==> config.mk <==
export PLATFORM = sky130hd
export DESIGN_NAME = nmi_ctrl_port
export DESIGN_NICKNAME = d
export VERILOG_FILES = /design/src/rtl/nmi_ctrl_pkg.sv /design/src/rtl/nmi_src_latch.sv /design/src/rtl/nmi_pulse.sv /design/src/rtl/nmi_ctrl_port.sv
export SDC_FILE = /design/constraint.sdc
export NUM_CORES = 1
export LEC_CHECK = 0
export BUFFER_PORTS_ARGS = -buffer_cell sky130_fd_sc_hd__buf_2
export CORE_MARGIN = 1.5
export CORE_UTILIZATION = 30
export DETAILED_ROUTE_END_ITERATION = 10
export SKIP_LAST_GASP = 1
export SYNTH_ARGS = -nofsm -noshare
export SYNTH_HDL_FRONTEND = slang
export SYNTH_SLANG_ARGS = --single-unit
==> constraint.sdc <==
create_clock -name clk -period 4.45 [get_ports clk]
set_input_delay 0.2225 -clock clk [delete_from_list [all_inputs] [get_ports clk]]
set_output_delay 0.2225 -clock clk [all_outputs]
set_load 0.005 [all_outputs]
==> src/rtl/nmi_ctrl_pkg.sv <==
package nmi_ctrl_pkg;
    localparam int DATA_W  = 8;
    localparam int IDX_W   = 7;
    localparam int NSRC    = 2;
    // Source 0: parity error, source 1: I/O check.
    // Disable bit of source s is 2+s, its status bit is 7-s.
    localparam int DIS_LSB = 2;
    localparam int STAT_MSB = 7;

    typedef struct packed {
        logic             mask;
        logic [IDX_W-1:0] idx;
        logic             refr;
        logic             spk;
        logic             gate;
    } port_state_t;
endpackage

==> src/rtl/nmi_src_latch.sv <==
module nmi_src_latch (
    input  logic clk,
    input  logic rst_n,
    input  logic err_i,
    input  logic ctl_wr_i,
    input  logic dis_bit_i,
    output logic dis_o,
    output logic stat_o
);
    typedef struct packed {
        logic stat;
        logic dis;
    } src_t;

    src_t src_d, src_q;

    always_comb begin
        src_d = src_q;
        if (ctl_wr_i) begin
            src_d.dis = dis_bit_i;
        end
        if (ctl_wr_i && dis_bit_i) begin
            src_d.stat = 1'b0;
        end else if (!src_q.dis && err_i) begin
            src_d.stat = 1'b1;
        end
    end

    always_ff @(posedge clk) begin
        if (!rst_n) begin
            src_q <= '{stat: 1'b0, dis: 1'b1};
        end else begin
            src_q <= src_d;
        end
    end

    assign dis_o  = src_q.dis;
    assign stat_o = src_q.stat;

    // an enabled source latches its error
    assert_latch_sets_R2: assert property (@(posedge clk) disable iff (!rst_n)
        (!dis_o && err_i && !(ctl_wr_i && dis_bit_i)) |=> stat_o);
    // writing the disable bit clears the status
    assert_clear_on_disable_R4: assert property (@(posedge clk) disable iff (!rst_n)
        (ctl_wr_i && dis_bit_i) |=> (!stat_o && dis_o));
    // the status holds until it is cleared
    assert_status_holds_R3: assert property (@(posedge clk) disable iff (!rst_n)
        (stat_o && !(ctl_wr_i && dis_bit_i)) |=> stat_o);
    // a disabled source never sets its status
    assert_disabled_ignored_R5: assert property (@(posedge clk) disable iff (!rst_n)
        (dis_o && !stat_o) |=> !stat_o);
endmodule

==> src/rtl/nmi_pulse.sv <==
module nmi_pulse (
    input  logic clk,
    input  logic rst_n,
    input  logic req_i,
    output logic pulse_o
);
    typedef struct packed {
        logic prev;
        logic pulse;
    } pls_t;

    pls_t pls_d, pls_q;

    always_comb begin
        pls_d.prev  = req_i;
        pls_d.pulse = req_i && !pls_q.prev;
    end

    always_ff @(posedge clk) begin
        if (!rst_n) begin
            pls_q <= '0;
        end else begin
            pls_q <= pls_d;
        end
    end

    assign pulse_o = pls_q.pulse;

    // the pulse lasts exactly one cycle
    assert_single_cycle_R11: assert property (@(posedge clk) disable iff (!rst_n)
        pulse_o |=> !pulse_o);
    // a pulse follows a cycle with the request active
    assert_pulse_has_req_R11: assert property (@(posedge clk) disable iff (!rst_n)
        pulse_o |-> $past(req_i));
endmodule

==> src/rtl/nmi_ctrl_port.sv <==
module nmi_ctrl_port
    import nmi_ctrl_pkg::*;
#(
    parameter int                ADDR_W    = 16,
    parameter logic [ADDR_W-1:0] CTL_ADDR  = 16'h0061,
    parameter logic [ADDR_W-1:0] MASK_ADDR = 16'h0070
) (
    input  logic              clk,
    input  logic              rst_n,
    input  logic [ADDR_W-1:0] io_addr,
    input  logic              io_wr,
    input  logic [7:0]        io_wdata,
    output logic [7:0]        io_rdata,
    input  logic              par_err_i,
    input  logic              iochk_n_i,
    input  logic              refresh_tick_i,
    input  logic              cnt2_out_i,
    output logic              nmi_o,
    output logic              cnt2_gate_o,
    output logic              spkr_data_o,
    output logic [6:0]        rtc_index_o
);
    logic ctl_wr, mask_wr;
    logic [NSRC-1:0] err_vec, dis_vec, stat_vec;
    logic gated_req;
    port_state_t st_d, st_q;

    assign ctl_wr  = io_wr && (io_addr == CTL_ADDR);
    assign mask_wr = io_wr && (io_addr == MASK_ADDR);
    assign err_vec = {~iochk_n_i, par_err_i};

    for (genvar s = 0; s < NSRC; s++) begin : g_src
        nmi_src_latch u_src (
            .clk       (clk),
            .rst_n     (rst_n),
            .err_i     (err_vec[s]),
            .ctl_wr_i  (ctl_wr),
            .dis_bit_i (io_wdata[DIS_LSB+s]),
            .dis_o     (dis_vec[s]),
            .stat_o    (stat_vec[s])
        );
    end

    always_comb begin
        st_d = st_q;
        if (refresh_tick_i) begin
            st_d.refr = ~st_q.refr;
        end
        if (ctl_wr) begin
            st_d.spk  = io_wdata[1];
            st_d.gate = io_wdata[0];
        end
        if (mask_wr) begin
            st_d.mask = io_wdata[7];
            st_d.idx  = io_wdata[IDX_W-1:0];
        end
    end

    always_ff @(posedge clk) begin
        if (!rst_n) begin
            st_q <= '{mask: 1'b1, idx: '0, refr: 1'b0, spk: 1'b0, gate: 1'b0};
        end else begin
            st_q <= st_d;
        end
    end

    always_comb begin
        io_rdata = '0;
        if (io_addr == CTL_ADDR) begin
            io_rdata = {stat_vec[0], stat_vec[1], cnt2_out_i, st_q.refr,
                        dis_vec[1], dis_vec[0], st_q.spk, st_q.gate};
        end else if (io_addr == MASK_ADDR) begin
            io_rdata = {st_q.mask, st_q.idx};
        end
    end

    assign gated_req = (|stat_vec) && !st_q.mask;

    nmi_pulse u_pulse (
        .clk     (clk),
        .rst_n   (rst_n),
        .req_i   (gated_req),
        .pulse_o (nmi_o)
    );

    assign cnt2_gate_o = st_q.gate;
    assign spkr_data_o = st_q.spk;
    assign rtc_index_o = st_q.idx;

    // no pulse while the mask has been set for two cycles
    assert_mask_blocks_R12: assert property (@(posedge clk) disable iff (!rst_n)
        (st_q.mask && $past(st_q.mask)) |-> !nmi_o);
    // a mask-port write reaches the index output
    assert_index_write_R10: assert property (@(posedge clk) disable iff (!rst_n)
        mask_wr |=> (rtc_index_o == $past(io_wdata[6:0])));
    // the refresh bit flips on each tick
    assert_refresh_toggle_R7: assert property (@(posedge clk) disable iff (!rst_n)
        refresh_tick_i |=> (st_q.refr != $past(st_q.refr)));
    // the speaker and gate pins keep their value without a control write
    assert_misc_stable_R9: assert property (@(posedge clk) disable iff (!rst_n)
        !ctl_wr |=> ($stable(spkr_data_o) && $stable(cnt2_gate_o)));
endmodule

==> summary.txt <==
Worst setup path
  • R2R cell count: 3
  • Count of buffering cells on the critical path with inverters included: 2
  • Worst R2R End: u_pulse.pulse_o$_SDFF_PN0_
  • Critical path's top delay family: simple AND/OR/NAND/NOR gates
  • Reg2Reg Setup Slack: 3.66 ns
  • Data arrival time of the worst path: 2.13 ns
  • Start of the worst register-to-register path: st_q[10]$_SDFFE_PN1P_
  • Cells along the critical path: buf_2, or4_4, nor4_2, a22o_1, buf_2
  • Launching element type of the critical path: input port
  • Endpoint required time on the critical path: 4.23 ns
  • Critical Path Most Common Cell: sky130_fd_sc_hd__buf_2
  • CP Class: input port to primary output
  • Crit-path max FO: 11
  • Largest incremental delay on the critical path: 0.88 ns
  • Setup crit end kind: primary output
  • Critical Path Slowest Stage Cell: sky130_fd_sc_hd__nor4_2

Floorplan
  • Area of the core: 0.00271 mm²
  • Die footprint: 0.00313 mm²
  • Die H: 56.0 µm
  • Number of top-level design ports: 49
  • Cell row count: 19
  • Initial Util: 31.1%
  • Die X-Extent: 56.0 µm

Synthesis
  • Number of warnings issued by yosys: 0
  • Fraction of the mapped netlist area in compound gates: 12.8%
  • Post-synthesis share of cell area spent on and, or, nand and nor gates: 24.7%
  • Top cell type by total area after synthesis: sky130_fd_sc_hd__dfxtp_1
  • Synthesized netlist net count: 119
  • Mux contribution to synthesized area: 11.9%
  • Biggest area contributors in the synthesized netlist: sky130_fd_sc_hd__dfxtp_1, sky130_fd_sc_hd__mux2i_1, sky130_fd_sc_hd__a22o_1
  • Fraction of the mapped netlist area in adder cells: 0%
  • Number of register bits inferred by synthesis: 17
  • Xor/xnor share of the synthesized area: 1.04%
  • Synthesized cell area: 842 µm²
  • Dominant combinational cell family by area after synthesis: simple AND/OR/NAND/NOR gates
  • Cells after synthesis: 88
  • Fraction of the yosys area taken by sequential cells: 40.4%
  • Share of Yosys cell area claimed by the top area cell type: 40.4%
  • Mean cell area of the mapped netlist: 9.57 µm²
  • Distinct cell type count after synthesis: 25

STA
  • Number of endpoints with negative hold slack in the final report: 0
  • Relative max-transition margin: 33.7%
  • Max frequency: 425 MHz
  • Unrepaired setup endpoints after global routing: no
  • Final Slew Violations: 0
  • Setup TNS: 0 ns
  • Final-report setup violation count: 0
  • Final critical delay including setup and external delays: 2.35 ns
  • Tcrit/Tclk final: 52.9%
  • Worst clock skew: 0.00615 ns
  • Worst Max-Slew Pin Slew: 0.986 ns
  • Worst-case setup margin in the final layout: 2.10 ns

Clock network
  • Number of buffers added by the clock tree synthesis step: 3
  • CTS Sinks: 17
  • CTS tree: done
  • Clock insertion delay at the later pin of the skew report: 0.29 ns
  • CTS Buffer Depth: 2
  • Postcts setup bufs: 0
  • CTS root buffer: sky130_fd_sc_hd__clkbuf_4
  • Clock-pin slew of the registers on the worst-case setup and hold paths: 0.10 ns
  • Number of H-tree levels: 1
  • Post-cts gate resize count: 0
  • Cts-stage hold buffer count: 0

Route
  • Iter 0 DRT Violations: 24
  • Total DRC errors in the routed layout: 0
  • Routed wire per std cell: 12.2 µm
  • Residual antenna-violating net count after detailed routing: 0
  • DR pass1 iterations: 4
  • Via Count: 783
  • Overall routed net length: 1960 µm
  • Via density: 4.89

Global routing
  • Largest net degree at the start of global routing: 24
  • Final global-route overflow total: 0
  • Met3 routing resource usage after global routing: 3.26%
  • Number of global-route vias before repair: 711
  • All-layer global routing usage: 13.3%
  • First-pass GRT wire length: 3190 µm
  • Layer with the highest usage: met2
  • Number of antenna violations at the first check in global routing: 0
  • GR Util met2: 22.2%
  • Global routing met1 resource utilization: 15.6%

Place
  • Worst-case setup slack after placement: 2.05 ns
  • Inst Count DP: 156
  • Count of input and output buffers: 48
  • Final weighted congestion of routability-driven global placement: 0.762
  • Final HPWL from detailed placement: 1490 µm

Outcome
  • Result of the run: finished, final reports clean

Power
  • Final Total Pwr: 261 µW
  • Peak VDD IR: 0.124 mV
  • Areal power density over the cells: 241 mW/mm²
  • Leakage component of the power: 0.000593 µW

Flow run
  • Max-capacitance violation count: 0

Worst hold path
  • Worst hold stages: 2
  • Hold EP: g_src[1].u_src.stat_o$_SDFFE_PP0P_
  • Source of the worst hold timing path: io_wdata[3]
  • Path class of the lowest-slack min-delay path: input port to register

Layout
  • Antenna diode instance count: 0
  • Utilization after layout: 40.0%
  • Fin nets: 161
  • Layout cells sized above 1: 43.4%
  • Number of standard cells in the layout, taps in and fillers out: 160
  • Layout area overhead: 28.7%
[how the worst max path moves through the flow]
stage	from	endpoint	slack, ns	cells after the start
global placement	io_addr[13]	spkr_data_o$_SDFFE_PN0N_	2.07	5
detailed placement	io_addr[13]	spkr_data_o$_SDFFE_PN0N_	2.05	5
floorplan	io_addr[13]	io_rdata[0]	2.75	3
finish	io_addr[13]	io_rdata[3]	2.10	5
CTS	io_addr[13]	io_rdata[6]	2.09	5
global route	io_addr[13]	io_rdata[7]	1.94	5
[through the flow]
stage	hold slack [ns]	instance area [µm²]
after floorplan	0.313	842
after global placement	0.371	1060
after detailed placement	0.383	1060
after CTS	0.124	1080
after global routing	0.131	1080
final	0.137	1080
[synth_stat cells, drive strengths merged]
master	n
dfxtp	17
clkbuf	2
nand3	2
o21ai	1
and3b	1
nand2	17
a22o	8
buf	9
or4	2
or4bb	2
and2	2
xor2	1
mux2i	10
nor2	1
nor4	2
o211ai	2
or4b	1
a21oi	2
inv	2
nor2b	3
o21a	1
[cells in the final DEF, fill, tap and decap left out, types with 2 or more instances in the layout]
| cell | netlist | final |
|---|---|---|
| sky130_fd_sc_hd__dfxtp_1 | 17 | 17 |
| sky130_fd_sc_hd__a21oi_1 | 2 | 2 |
| sky130_fd_sc_hd__or4bb_1 | 2 | 2 |
| sky130_fd_sc_hd__and2_1 | 2 | 2 |
| sky130_fd_sc_hd__a22o_1 | 8 | 8 |
| sky130_fd_sc_hd__clkbuf_4 | 0 | 3 |
| sky130_fd_sc_hd__nand2_1 | 16 | 16 |
| sky130_fd_sc_hd__mux2i_1 | 10 | 10 |
| sky130_fd_sc_hd__buf_2 | 2 | 48 |
| sky130_fd_sc_hd__inv_1 | 2 | 2 |
| sky130_fd_sc_hd__nor2b_1 | 3 | 3 |
| sky130_fd_sc_hd__nand3_1 | 2 | 2 |
| sky130_fd_sc_hd__o211ai_1 | 2 | 2 |
[cells by family after synthesis]
group | Yosys count
simple gates | 33
flops | 17
compound gates | 14
buf+inv | 13
mux | 10
xor+xnor | 1
[power breakdown]
part,internal (µW),switching [µW],total (µW)
clock network,34.9,49.0,83.8
registers,153,0.637,154
logic,13.1,10.1,23.2
[routing by layer]
metal / share of wire (%) / wire [µm] / vias up
met2: 46 / 909 / 37
met3: 8.9 / 174 / 2
met5: 0 / 0 / -
met1: 43 / 850 / 358
li1: - / - / 386
met4: 1.1 / 21 / 0
[cell type report]
type                    count  area, µm²
well taps                  31       38.8
multi-input cells          58        430
fillers                   311       1630
inverters                   2       7.51
flip-flops and latches     17        340
clock buffers               4       26.3
repair buffers             48        240
[flip-flops by register name, indices dropped and copies added, names as in the netlist]
register and cells:
cnt2_gate_o 1, u_pulse.pulse_o 1, rtc_index_o 7, u_pulse.pls_q 1, spkr_data_o 1, st_q 2
g_src.u_src.stat_o 2, g_src.u_src.dis_o 2
[worst register-to-register path, stage by stage (launching register included)]
cell and delay (ns):
sky130_fd_sc_hd__dfxtp_1 0.32, sky130_fd_sc_hd__nor2b_1 0.14, sky130_fd_sc_hd__o21a_1 0.15, sky130_fd_sc_hd__nor2b_1 0.13
Power figures use the tool's default switching activity.
